--- config.mk ---
export PLATFORM = sky130hd
export DESIGN_NAME = npc_unit
export DESIGN_NICKNAME = d
export VERILOG_FILES = /design/src/rtl/npc_pkg.sv /design/src/rtl/npc_decode.sv /design/src/rtl/npc_cond.sv /design/src/rtl/npc_target.sv /design/src/rtl/npc_unit.sv
export SDC_FILE = /design/constraint.sdc
export NUM_CORES = 1
export LEC_CHECK = 0
export ABC_CLOCK_PERIOD_IN_PS = 4580
export BUFFER_PORTS_ARGS = -buffer_cell sky130_fd_sc_hd__buf_4
export CORE_AREA = 5 5 133 135
export DETAILED_ROUTE_END_ITERATION = 10
export DIE_AREA = 0 0 138 140
export GPL_TIMING_DRIVEN = 0
export MAX_ROUTING_LAYER = met4
export PLACE_DENSITY = 0.63
export SLEW_MARGIN = 40
export SYNTH_ARGS = -nofsm -noshare
export SYNTH_HDL_FRONTEND = slang
export SYNTH_SLANG_ARGS = --single-unit
--- constraint.sdc ---
create_clock -name clk -period 4.58 [get_ports clk]
set_input_delay 0.916 -clock clk [delete_from_list [all_inputs] [get_ports clk]]
set_output_delay 0.916 -clock clk [all_outputs]
set_load 0.02 [all_outputs]
--- src/rtl/npc_pkg.sv ---
package npc_pkg;

    localparam int OPC_W = 6;
    localparam int FN_W  = 6;
    localparam int SEL_W = 5;

    localparam logic [OPC_W-1:0] OP_SPECIAL = 6'b000000;
    localparam logic [OPC_W-1:0] OP_ZCMP    = 6'b000001;
    localparam logic [OPC_W-1:0] OP_JMP     = 6'b000010;
    localparam logic [OPC_W-1:0] OP_JMPL    = 6'b000011;
    localparam logic [OPC_W-1:0] OP_BREQ    = 6'b000100;
    localparam logic [OPC_W-1:0] OP_BRNE    = 6'b000101;
    localparam logic [OPC_W-1:0] OP_BRLEZ   = 6'b000110;
    localparam logic [OPC_W-1:0] OP_BRGTZ   = 6'b000111;

    localparam logic [FN_W-1:0]  FN_RJMP    = 6'b001000;
    localparam logic [FN_W-1:0]  FN_RJMPL   = 6'b001001;

    localparam logic [SEL_W-1:0] ZS_LT      = 5'b00000;
    localparam logic [SEL_W-1:0] ZS_GE      = 5'b00001;
    localparam logic [SEL_W-1:0] ZS_LT_LNK  = 5'b10000;
    localparam logic [SEL_W-1:0] ZS_GE_LNK  = 5'b10001;

    typedef enum logic [2:0] {
        CK_NONE, CK_EQ, CK_NE, CK_LEZ, CK_GTZ, CK_LTZ, CK_GEZ, CK_ALWAYS
    } cond_kind_e;

    typedef enum logic [1:0] {
        TK_REL, TK_REGION, TK_REG
    } tgt_kind_e;

    typedef enum logic [1:0] {
        LK_NONE, LK_RA, LK_RD
    } link_kind_e;

    typedef struct packed {
        logic       is_ctl;
        cond_kind_e cond;
        tgt_kind_e  tgt;
        link_kind_e link;
    } ctl_dec_t;

    typedef enum logic {
        ST_SEQ, ST_SLOT
    } npc_state_e;

endpackage

--- src/rtl/npc_decode.sv ---
module npc_decode
    import npc_pkg::*;
(
    input  logic [OPC_W-1:0] opcode_i,
    input  logic [SEL_W-1:0] sel_i,
    input  logic [FN_W-1:0]  funct_i,
    output ctl_dec_t         dec_o
);

    always_comb begin
        dec_o = '{is_ctl: 1'b0, cond: CK_NONE, tgt: TK_REL, link: LK_NONE};
        unique case (opcode_i)
            OP_BREQ:  dec_o = '{1'b1, CK_EQ,  TK_REL, LK_NONE};
            OP_BRNE:  dec_o = '{1'b1, CK_NE,  TK_REL, LK_NONE};
            OP_BRLEZ: dec_o = '{1'b1, CK_LEZ, TK_REL, LK_NONE};
            OP_BRGTZ: dec_o = '{1'b1, CK_GTZ, TK_REL, LK_NONE};
            OP_JMP:   dec_o = '{1'b1, CK_ALWAYS, TK_REGION, LK_NONE};
            OP_JMPL:  dec_o = '{1'b1, CK_ALWAYS, TK_REGION, LK_RA};
            OP_ZCMP: begin
                unique case (sel_i)
                    ZS_LT:     dec_o = '{1'b1, CK_LTZ, TK_REL, LK_NONE};
                    ZS_GE:     dec_o = '{1'b1, CK_GEZ, TK_REL, LK_NONE};
                    ZS_LT_LNK: dec_o = '{1'b1, CK_LTZ, TK_REL, LK_RA};
                    ZS_GE_LNK: dec_o = '{1'b1, CK_GEZ, TK_REL, LK_RA};
                    default:   ;
                endcase
            end
            OP_SPECIAL: begin
                unique case (funct_i)
                    FN_RJMP:  dec_o = '{1'b1, CK_ALWAYS, TK_REG, LK_NONE};
                    FN_RJMPL: dec_o = '{1'b1, CK_ALWAYS, TK_REG, LK_RD};
                    default:  ;
                endcase
            end
            default: ;
        endcase
    end

endmodule

--- src/rtl/npc_cond.sv ---
module npc_cond
    import npc_pkg::*;
#(
    parameter int XLEN = 32
) (
    input  cond_kind_e       cond_i,
    input  logic [XLEN-1:0]  a_i,
    input  logic [XLEN-1:0]  b_i,
    output logic             pass_o
);

    logic neg;
    logic zero;

    assign neg  = a_i[XLEN-1];
    assign zero = (a_i == '0);

    always_comb begin
        unique case (cond_i)
            CK_EQ:     pass_o = (a_i == b_i);
            CK_NE:     pass_o = (a_i != b_i);
            CK_LEZ:    pass_o = neg | zero;
            CK_GTZ:    pass_o = ~neg & ~zero;
            CK_LTZ:    pass_o = neg;
            CK_GEZ:    pass_o = ~neg;
            CK_ALWAYS: pass_o = 1'b1;
            default:   pass_o = 1'b0;
        endcase
    end

endmodule

--- src/rtl/npc_target.sv ---
module npc_target
    import npc_pkg::*;
#(
    parameter int XLEN  = 32,
    parameter int OFF_W = 16,
    parameter int IDX_W = 26
) (
    input  logic [XLEN-1:0]  pc_i,
    input  logic [OFF_W-1:0] off_i,
    input  logic [IDX_W-1:0] idx_i,
    input  logic [XLEN-1:0]  reg_i,
    input  tgt_kind_e        kind_i,
    output logic [XLEN-1:0]  seq_o,
    output logic [XLEN-1:0]  ret_o,
    output logic [XLEN-1:0]  tgt_o
);

    localparam int EXT_W = XLEN - OFF_W - 2;
    localparam int REG_W = XLEN - IDX_W - 2;

    logic [XLEN-1:0] rel_disp;
    logic [XLEN-1:0] region_tgt;

    assign seq_o      = pc_i + XLEN'(4);
    assign ret_o      = pc_i + XLEN'(8);
    assign rel_disp   = {{EXT_W{off_i[OFF_W-1]}}, off_i, 2'b00};
    assign region_tgt = {seq_o[XLEN-1 -: REG_W], idx_i, 2'b00};

    always_comb begin
        unique case (kind_i)
            TK_REGION: tgt_o = region_tgt;
            TK_REG:    tgt_o = reg_i;
            default:   tgt_o = seq_o + rel_disp;
        endcase
    end

endmodule

--- src/rtl/npc_unit.sv ---
module npc_unit
    import npc_pkg::*;
#(
    parameter int XLEN   = 32,
    parameter int OFF_W  = 16,
    parameter int IDX_W  = 26,
    parameter int RIDX_W = 5,
    parameter int RA_IDX = 31
) (
    input  logic              clk,
    input  logic              rst_n,
    input  logic [XLEN-1:0]   pc_i,
    input  logic [5:0]        opcode_i,
    input  logic [RIDX_W-1:0] rs_idx_i,
    input  logic [RIDX_W-1:0] rt_idx_i,
    input  logic [RIDX_W-1:0] rd_idx_i,
    input  logic [5:0]        funct_i,
    input  logic [OFF_W-1:0]  off_i,
    input  logic [IDX_W-1:0]  idx_i,
    input  logic [XLEN-1:0]   rs_val_i,
    input  logic [XLEN-1:0]   rt_val_i,
    output logic [XLEN-1:0]   npc_o,
    output logic              taken_o,
    output logic              link_we_o,
    output logic [RIDX_W-1:0] link_idx_o,
    output logic [XLEN-1:0]   link_val_o,
    output logic              slot_fault_o,
    output logic              link_fault_o
);

    localparam logic [RIDX_W-1:0] RA = RIDX_W'(RA_IDX);

    ctl_dec_t        dec;
    logic            cond_pass;
    logic [XLEN-1:0] seq_pc;
    logic [XLEN-1:0] ret_pc;
    logic [XLEN-1:0] tgt_pc;

    npc_state_e      state_q, state_d;
    logic            pend_taken_q;
    logic [XLEN-1:0] pend_tgt_q;
    logic            act;

    npc_decode u_dec (
        .opcode_i (opcode_i),
        .sel_i    (rt_idx_i),
        .funct_i  (funct_i),
        .dec_o    (dec)
    );

    npc_cond #(.XLEN(XLEN)) u_cond (
        .cond_i (dec.cond),
        .a_i    (rs_val_i),
        .b_i    (rt_val_i),
        .pass_o (cond_pass)
    );

    npc_target #(.XLEN(XLEN), .OFF_W(OFF_W), .IDX_W(IDX_W)) u_tgt (
        .pc_i   (pc_i),
        .off_i  (off_i),
        .idx_i  (idx_i),
        .reg_i  (rs_val_i),
        .kind_i (dec.tgt),
        .seq_o  (seq_pc),
        .ret_o  (ret_pc),
        .tgt_o  (tgt_pc)
    );

    assign act = dec.is_ctl && (state_q == ST_SEQ);

    // transitions: CTL_SEEN (ST_SEQ -> ST_SLOT), SLOT_DONE (ST_SLOT -> ST_SEQ)
    always_comb begin
        state_d = state_q;
        unique case (state_q)
            ST_SEQ:  if (dec.is_ctl) state_d = ST_SLOT;
            ST_SLOT: state_d = ST_SEQ;
            default: state_d = ST_SEQ;
        endcase
    end

    always_ff @(posedge clk or negedge rst_n) begin
        if (!rst_n) begin
            state_q      <= ST_SEQ;
            pend_taken_q <= 1'b0;
            pend_tgt_q   <= '0;
        end else begin
            state_q <= state_d;
            if (act) begin
                pend_taken_q <= cond_pass;
                pend_tgt_q   <= tgt_pc;
            end else begin
                pend_taken_q <= 1'b0;
            end
        end
    end

    always_comb begin
        npc_o        = seq_pc;
        taken_o      = 1'b0;
        link_we_o    = 1'b0;
        link_fault_o = 1'b0;
        slot_fault_o = 1'b0;
        link_idx_o   = (dec.link == LK_RD) ? rd_idx_i : RA;
        link_val_o   = ret_pc;
        unique case (state_q)
            ST_SEQ: begin
                taken_o      = dec.is_ctl && cond_pass;
                link_we_o    = dec.is_ctl && (dec.link != LK_NONE);
                link_fault_o = dec.is_ctl &&
                               (((dec.link == LK_RA) && (dec.tgt == TK_REL) && (rs_idx_i == RA)) ||
                                ((dec.link == LK_RD) && (rs_idx_i == rd_idx_i)));
            end
            ST_SLOT: begin
                npc_o        = pend_taken_q ? pend_tgt_q : seq_pc;
                slot_fault_o = dec.is_ctl;
            end
            default: ;
        endcase
    end

endmodule

==> results of run 1 <==
## per-layer routing
| layer | global-route usage | wire length, um | share of wire |
|---|---|---|---|
| met4 | 0.0655 | 583 | 0.025 |
| met5 | - | 0 | 0 |
| met3 | 0.0416 | 1690 | 0.073 |
| met2 | 0.378 | 10700 | 0.46 |
| met1 | 0.298 | 10100 | 0.44 |
## report_power, final
part           leakage [nW]  switching (mW)  internal (mW)
clock                0.0940           0.138          0.313
sequential            0.429          0.0479          0.378
combinational          2.81           0.380          0.334
## state kept, by name, summed over array words and instances, names as in the netlist
name	flops
state_q	1
pend_tgt_q	32
pend_taken_q	1
## tightest hold or removal path, delay by kind of cell, from the launching register on
kind / cells / cell delay, ns
AO/OA/AOI/OAI: 1 / 0.06
AND/OR/NAND/NOR: 1 / 0.04
flip-flops: 1 / 0.34
## metrics by stage
stage               setup WS [ns]  utilization
floorplan                   0.336            -
global placement           -0.361        0.446
detailed placement         -0.358        0.446
CTS                        0.0291        0.458
global route              0.00238        0.459
finish                      0.238        0.459
## cells in the mapped netlist (2+ instances only)
cell type	number	area share
o21a_1	2	0.0028
a211oi_1	4	0.0057
nor3_2	2	0.0038
ha_1	34	0.081
and3_1	12	0.014
nand2b_1	2	0.0024
nor3b_1	3	0.0043
a21o_2	4	0.0066
a21o_1	11	0.016
nand4_1	22	0.026
buf_1	2	0.0014
clkbuf_1	29	0.021
a211o_1	3	0.0050
o21ai_0	48	0.046
nor3_1	8	0.0076
inv_1	13	0.0093
xnor2_1	90	0.15
dfrtp_1	34	0.16
or2_2	8	0.0095
xor2_1	28	0.047
buf_4	4	0.0057
a21oi_1	40	0.038
o21bai_1	8	0.011
mux2_2	30	0.064
mux2i_1	4	0.0076
nor2_1	49	0.035
nor4_1	14	0.017
buf_2	4	0.0038
a31oi_1	11	0.013
a22oi_1	11	0.016
nand3_1	36	0.034
and2_1	6	0.0071
nor2b_1	3	0.0036
and4_1	2	0.0033
a22o_1	18	0.030
or3_1	2	0.0024
o2111ai_1	2	0.0033
nand2_1	78	0.056
## path summary, 6_finish.rpt
check / startpoint / to / cells after the start
setup / recovery: pc_i[3] / pend_tgt_q[30] / 20
hold / removal: pend_tgt_q[10] / pend_tgt_q[10] / 2
setup reg to reg: state_q / pend_tgt_q[31] / 6
hold reg to reg: pend_tgt_q[10] / pend_tgt_q[10] / 2
max in group asynchronous: rst_n / pend_tgt_q[21] / 1
min in group asynchronous: rst_n / pend_tgt_q[3] / 1
## cell type report
| cell class | count | area (sq um) |
|---|---|---|
| antenna | 1 | 2.50 |
| buffer | 38 | 163 |
| clock buffer | 5 | 125 |
| clock inverter | 3 | 68.8 |
| fill | 1750 | 8840 |
| inverter | 14 | 52.6 |
| multi-input combinational | 611 | 4220 |
| sequential | 34 | 851 |
| tap | 220 | 275 |
| timing repair buffer | 233 | 1750 |
## cells by family (layout without fill, tap and decap cells)
group,after synthesis,in the layout,share of synthesized area
simple gates,252,252,0.234
buf+inv,53,293,0.0415
fa+ha+maj,35,35,0.0845
xor+xnor,118,118,0.196
mux,34,34,0.0716
other cells,0,1,0
compound gates,172,172,0.211
flops,34,34,0.161
## cell usage in the layout (no fill, tap or decap), drive strengths merged, types with 2 or more instances in the layout
cell	count
a211o	3
a211oi	4
a21o	15
a21oi	40
a22o	18
a22oi	11
a31oi	11
and2	6
and3	13
and4	3
buf	243
bufinv	2
clkbuf	33
clkinv	2
dfrtp	34
ha	34
inv	13
mux2	30
mux2i	4
nand2	78
nand2b	2
nand3	36
nand4	22
nor2	49
nor2b	3
nor3	10
nor3b	3
nor4	14
o2111ai	2
o211ai	2
o21a	2
o21ai	50
o21bai	8
or2	8
or3	2
xnor2	90
xor2	28
## timing repair
action                                  4_1_cts  5_1_grt
pin swaps                                     0        1
resized for setup                             1        2
buffers inserted                              0        2
hold endpoints to repair                      0        0
endpoints found under the setup margin        5        4
==> impl_metrics.tcl, run 1 <==
set metrics [dict create \
    crit_top_cell "nand2_1" \
    required_ns 4.74 \
    placed_cell_area_sq_mm 0.00729 \
    hold_ws_ns 0.472 \
    syn_nets 900 \
    drive_gt1_frac 0.320 \
    instances_no_fill 1159 \
    clockRootBuffer "clkbuf_16" \
    clk_latency_ns 0.28 \
    initial_core_util 0.323 \
    rsz0062_at_grt "false" \
    tns_ns 0 \
    regToRegSetupSlack_ns 2.58 \
    crit_path_end_kind "flip-flop" \
    viasPerCell 5.33 \
    skew_ns 0.00568 \
    final_area_sq_mm 0.00751 \
    path_class "input port to flip-flop" \
    synthToLayoutAreaGrowth_pct 42.4 \
    setup-violations-final 0 \
    hold_class "flip-flop to flip-flop" \
    cts.clk_slew.worst_paths_ns 0.06 \
    slowest_delay_ns 0.33 \
    synth-warning-count 0 \
    ctsLongestPathBuffers 2 \
    p_leak_nw 3.33 \
    tritoncts "yes" \
    rows 47 \
    wl_per_cell_um 19.9 \
    fmax_mhz 230 \
    cts_buffers 5 \
    ys_ff_latch 34 \
    ys_seq_area_frac 0.161 \
    ys.flop_type "dfrtp_1" \
    die_y_um 140 \
    syn_area_per_cell_sq_um 7.56 \
    globalplace.congestion 0.963 \
    drtAntennaViolNets 0 \
    port_buffers 231 \
    drc 0 \
    first_iter_violations 451 \
    dr_total_vias 6179 \
    synthDistinctLibCells 55 \
    path_cells "buf_4, ha_1, and3_1, buf_2, nand2_1, nor3_2, inv_1, nor3_4, nand2_1, xnor2_1, ha_1, a21o_1, a21o_1, a31oi_1, nand2_1, o21ai_1, o21ai_0, nor2_1, xor2_1, a21oi_1" \
    synth_edf_count 0 \
    antenna_found_initial 1 \
    grt_max_degree 35 \
    ys_async_sr_fraction 1.00 \
    grt_pass1_wl_um 34900 \
    max_cap_violations 0 \
    cp_slowest_cell "ha_1" \
    status "complete, no violations" \
    synth_cells 698 \
    track_usage 0.233 \
    fin_nets 1139 \
    dp_hpwl_um 19400 \
    final.period_utilization 0.948 \
    dp_cells 1149 \
    syn_area_sq_mm 0.00527 \
    grt_overflow 0 \
    drt-total-wl_um 23100 \
    p_total_mw 1.59 \
    slew_viol_final 0 \
    power.density_mw_per_mm2 212 \
    startpoint_type "input port" \
    htree_levels 2 \
    cts_hold_buf 0 \
    die_x_um 138 \
    hold_viol_final 0 \
    dieArea_sq_mm 0.0193 \
    period_minus_slack_ns 4.34 \
    grt_pass1_vias 6266 \
    design.core.area_sq_mm 0.0163 \
    max-vdd-ir-drop_v 0.000172 \
    first_pass_iters 5 \
    critPathMaxFanout 7 \
    crit_buf_inv 3 \
    slew_headroom 0.530 \
    clock_sinks 34 \
    io-pin-count 240 \
    tightest_slew_ns 0.699 \
    crit_arrival_ns 4.50 \
    cp_top_family "compound AO/OA/AOI/OAI gates" \
]
No activity file was read; power rests on OpenSTA's default activity.
==> run 2, diff against run 1 <==
==> constraint.sdc (replaced) <==
create_clock -name clk -period 4.58 [get_ports clk]
set_input_delay 0.687 -clock clk [delete_from_list [all_inputs] [get_ports clk]]
set_output_delay 0.687 -clock clk [all_outputs]
set_load 0.02 [all_outputs]
==> run 2 against run 1 <==
  * Via count grew 0.15%
  * Setup slack gained 0.013 ns
  * Worst hold slack lost 0.11 ns
  * Sequential cell count is the same
  * Register-to-register slack is essentially flat
  * Power is essentially flat
  * Fmax grew 0.29%
  * First-iteration DRC count grew 3.8%
  * Global-route usage is the same
  * Die area is the same
  * Final area shrank 0.20%
  * Combinational power is essentially flat
  * Critical path type unchanged
  * Largest power group unchanged
  * Highest routed layer unchanged
==> impl_metrics.tcl, run 2 (synthesis results as in run 1) <==
set metrics [dict create \
    startpoint_type "input port" \
    skew_ns 0.00430 \
    nFillCells 1751 \
    dieArea_sq_mm 0.0193 \
    crit_arrival_ns 4.49 \
    die_x_um 138 \
    grt_pass1_vias 6271 \
    max_cap_violations 0 \
    dp_hpwl_um 19400 \
    cts.clk_slew.worst_paths_ns 0.06 \
    rsz0062_at_grt "false" \
    io-pin-count 240 \
    final_area_sq_mm 0.00750 \
    critPathMaxFanout 7 \
    grt_pass1_wl_um 34900 \
    clock_sinks 34 \
    first_iter_violations 468 \
    required_ns 4.74 \
    largest_register_ff_count 32 \
    final_cell_mix "235 x buf_4, 90 x xnor2_1, 78 x nand2_1" \
    path_class "input port to flip-flop" \
    reg_top3 "pend_tgt_q (32), pend_taken_q (1), state_q (1)" \
    drt-total-wl_um 23100 \
    max_flop_register "pend_tgt_q" \
    cts_buffers 5 \
    power.density_mw_per_mm2 212 \
    drc 0 \
    grt_overflow 0 \
    period_minus_slack_ns 4.33 \
    htree_levels 2 \
    critPathLaunch "pc_i[3]" \
    first_pass_iters 5 \
    placed_cell_area_sq_mm 0.00729 \
    fin_nets 1137 \
    clockRootBuffer "clkbuf_16" \
    fin_ws_ns 0.251 \
    rows 47 \
    antenna_found_initial 1 \
    drtAntennaViolNets 0 \
    wl_per_cell_um 19.9 \
    tns_ns 0 \
    tightest_slew_ns 0.701 \
    clk_latency_ns 0.28 \
    fmax_mhz 231 \
    regToRegSetupSlack_ns 2.57 \
    crit_path_end_kind "flip-flop" \
    hold_viol_final 0 \
    port_buffers 231 \
    synthToLayoutAreaGrowth_pct 42.1 \
    globalplace.congestion 0.963 \
    cts_hold_buf 0 \
    drive_gt1_frac 0.318 \
    slew_headroom 0.529 \
    die_y_um 140 \
    track_usage 0.233 \
    r2r-start "state_q" \
    p_leak_nw 3.32 \
    final_common_cell "buf_4" \
    setup-violations-final 0 \
    initial_core_util 0.323 \
    design.core.area_sq_mm 0.0163 \
    cts_setup_buffers 0 \
    tritoncts "yes" \
    dr_total_vias 6188 \
    status "complete, no violations" \
    viasPerCell 5.35 \
    hold_class "input port to asynchronous set/reset pin" \
    ctsLongestPathBuffers 2 \
    place_ws_ns -0.129 \
    max-vdd-ir-drop_v 0.000172 \
    grt_max_degree 35 \
    slew_viol_final 0 \
    final.period_utilization 0.945 \
]
[run 2: changes by cell type in the layout (fill, tap and decap cells not counted)]
cell,before,now
buf_4,237,235
o21ai_1,2,1
o21ai_0,47,48
[run 2: timing repair]
item,CTS,global route
hold endpoints to repair,0,0
setup endpoints to repair,0,6
resized for setup,0,2
[run 2: where the power goes]
| group | internal (mW) | total (mW) | switching [mW] |
|---|---|---|---|
| clock network | 0.313 | 0.452 | 0.139 |
| registers | 0.378 | 0.427 | 0.0485 |
| logic | 0.333 | 0.714 | 0.380 |
| total | 1.02 | 1.59 | 0.568 |
[run 2: critical path: stages]
cell and delay, ns:
buf_4 0.11, ha_1 0.28, and3_1 0.18, buf_2 0.17, nand2_1 0.08, nor3_2 0.27, inv_1 0.14, nor3_4 0.35
nand2_1 0.11, xnor2_1 0.21, ha_1 0.33, a21o_1 0.22, a21o_1 0.19, a31oi_1 0.21, nand2_1 0.07, o21ai_0 0.30
o21ai_0 0.16, nor2_1 0.14, xor2_1 0.18, a21oi_1 0.09
[run 2: final timing paths]
kind	end	depth (start not counted)
setup / recovery	pend_tgt_q[30]	20
hold / removal	pend_tgt_q[3]	1
setup reg to reg	pend_tgt_q[31]	6
hold reg to reg	pend_tgt_q[10]	2
max in group asynchronous	pend_tgt_q[21]	1
min in group clk	pend_tgt_q[10]	2
[run 2: layout make-up]
type | count | area [sq um] | share of cell area
inverter | 14 | 52.6 | 0.00701
tap | 220 | 275 | 0.0367
clock inverter | 3 | 68.8 | 0.00918
clock buffer | 5 | 125 | 0.0167
timing repair buffer | 231 | 1730 | 0.231
multi-input combinational | 611 | 4220 | 0.564
antenna | 1 | 2.50 | 0.000334
sequential | 34 | 851 | 0.114
buffer | 38 | 163 | 0.0217
[run 2: through the flow]
stage                     cells  total power [mW]  hold slack, ns   util
final                      1157              1.59           0.362  0.459
after global routing       1157              1.68           0.400  0.459
after CTS                  1157              1.59           0.377  0.458
after detailed placement   1149              1.13           0.459  0.446
after global placement     1149              1.13           0.457  0.446
after floorplan             698             0.819           0.391      -
[run 2: layer usage]
metal	track usage	wire (um)
met1	0.298	10200
met2	0.378	10600
met3	0.0416	1620
met4	0.0655	626
met5	-	0
==> run 3, diff against run 2 <==
Settings changed: CORE_AREA 5 5 133 135 to 5 5 185 98, DIE_AREA 0 0 138 140 to 0 0 190 103.
==> run 3 against run 2 <==
  * Clock power down 23%
  * Setup slack better by 0.11 ns
  * Sequential share of layout area barely moved
  * Power down 6.4%
  * Cell count increased by 1.3%
  * Largest power group unchanged
  * Final area shrank 0.35%
  * Combinational power is 0.8% lower
  * Sequential cell count did not move
  * Critical path depth fell by 3
  * Fmax is 2.7% higher
  * Sequential power up 2%
==> impl_metrics.tcl, run 3 (synthesis results as in run 1) <==
set metrics [dict create \
    status "complete, no violations" \
    grt_max_degree 35 \
    tns_ns 0 \
    viasPerCell 5.21 \
    final.period_utilization 0.921 \
    cts_buffers 5 \
    nFillCells 1714 \
    cp-endpoint "pend_tgt_q[31]" \
    drc 0 \
    htree_levels 2 \
    dr_total_vias 6101 \
    reg_top3 "pend_tgt_q (32), pend_taken_q (1), state_q (1)" \
    dp_cells 1163 \
    setup-violations-final 0 \
    synthToLayoutAreaGrowth_pct 41.6 \
    drt-total-wl_um 22800 \
    max_cap_violations 0 \
    instances_no_fill 1172 \
    rows 34 \
    design.core.area_sq_mm 0.0166 \
    cp_slowest_cell "nor4_2" \
    path_class "input port to flip-flop" \
    regToRegSetupSlack_ns 2.59 \
    clock_sinks 34 \
    globalplace.congestion 0.906 \
    wl_per_cell_um 19.4 \
    slew_viol_final 0 \
    io-pin-count 240 \
    max_flop_register "pend_tgt_q" \
    tightest_slew_ns 0.823 \
    clk_latency_ns 0.28 \
    crit_arrival_ns 4.38 \
    drive_gt1_frac 0.318 \
    rsz0062_at_grt "false" \
    hold_ws_ns 0.355 \
    die_x_um 190 \
    n_antenna_cell 0 \
    cp.depth 17 \
    cp_top_family "simple AND/OR/NAND/NOR gates" \
    slowest_delay_ns 0.53 \
    die_y_um 103 \
    first_iter_violations 427 \
    fin_nets 1139 \
    track_usage 0.225 \
    largest_register_ff_count 32 \
    grt-busiest-layer "met1" \
    max-vdd-ir-drop_v 0.000137 \
    power.density_mw_per_mm2 200 \
    final_cell_mix "236 x buf_4, 90 x xnor2_1, 78 x nand2_1" \
    met3_usage 0.0477 \
    ctsLongestPathBuffers 2 \
    clockRootBuffer "clkbuf_16" \
    critPathMaxFanout 7 \
    p_leak_nw 3.30 \
    cts.clk_slew.worst_paths_ns 0.06 \
    cts_hold_buf 0 \
    period_minus_slack_ns 4.22 \
    critPathLaunch "pc_i[5]" \
    slew_headroom 0.447 \
    r2r-start "state_q" \
    grt_pass1_vias 5836 \
    skew_ns 0.00509 \
    crit_path_end_kind "flip-flop" \
    path_cells "buf_2, and3_4, nand2_1, nor4_2, and2_1, nand3_1, xnor2_1, ha_1, a21o_1, a21oi_1, nor2_1, o41ai_1, o21ai_0, a21o_2, a31oi_1, nor3b_1, nor3_1" \
    use_met2 0.301 \
    antenna_found_initial 0 \
    initial_core_util 0.317 \
    dieArea_sq_mm 0.0196 \
    grt_pass1_wl_um 33400 \
    dp_hpwl_um 19300 \
    startpoint_type "input port" \
    r2r_end "pend_tgt_q[31]" \
    hold_class "input port to asynchronous set/reset pin" \
    fmax_mhz 237 \
    required_ns 4.74 \
    first_pass_iters 5 \
    grt_overflow 0 \
    hold_viol_final 0 \
    tritoncts "yes" \
    grt_use_met1 0.354 \
    port_buffers 231 \
    crit_buf_inv 1 \
    final_common_cell "buf_4" \
    drtAntennaViolNets 0 \
    reg2regPathDepth 6 \
]
==> run 3: through the flow <==
step | cell area, sq um | power, mW | util | worst slack (ns)
floorplan | 5270 | 0.819 | - | 0.565
global placement | 7300 | 1.13 | 0.439 | -0.210
detailed placement | 7310 | 1.14 | 0.439 | -0.186
CTS | 7450 | 1.48 | 0.448 | 0.0772
global route | 7470 | 1.59 | 0.449 | 0.0163
finish | 7470 | 1.49 | 0.449 | 0.364
==> run 3: power breakdown <==
part           total, mW  internal [mW]  switching [mW]
combinational      0.708          0.333           0.375
clock              0.348          0.216           0.133
sequential         0.435          0.378          0.0564
==> run 3: worst min path at each step <==
| stage | start | to |
|---|---|---|
| final | rst_n | pend_tgt_q[26] |
| after global routing | rst_n | pend_tgt_q[26] |
| after CTS | rst_n | pend_tgt_q[30] |
| after detailed placement | pend_tgt_q[12] | pend_tgt_q[12] |
| after global placement | pend_tgt_q[12] | pend_tgt_q[12] |
| after floorplan | rst_n | pend_taken_q |
==> run 3: worst register-to-register path, cell delays in order (launching register included) <==
cell and delay [ns]:
dfrtp_1 0.36, nand2b_1 0.15, clkbuf_1 0.43, clkinv_1 0.37, nand2b_1 0.28, nor3b_1 0.09, nor3_1 0.23
==> run 3: cell type report <==
cell class | count | area, sq um | share of cell area
buffer | 39 | 168 | 0.0224
clock buffer | 7 | 143 | 0.0191
clock inverter | 1 | 5.00 | 0.000670
inverter | 14 | 52.6 | 0.00704
multi-input combinational | 611 | 4220 | 0.564
sequential | 34 | 851 | 0.114
tap | 234 | 293 | 0.0392
timing repair buffer | 232 | 1740 | 0.233
==> run 3: layer usage <==
layer | vias to the layer above | wire length (um)
met5 | - | 0
met4 | 0 | 64
met3 | 10 | 1570
met2 | 201 | 9100
met1 | 2902 | 12000
li1 | 2988 | -
==> run 3: what timing repair did <==
action                     4_1_cts  5_1_grt
setup buffers                    0        1
setup endpoints to repair        0        7
gates resized for setup          0        3
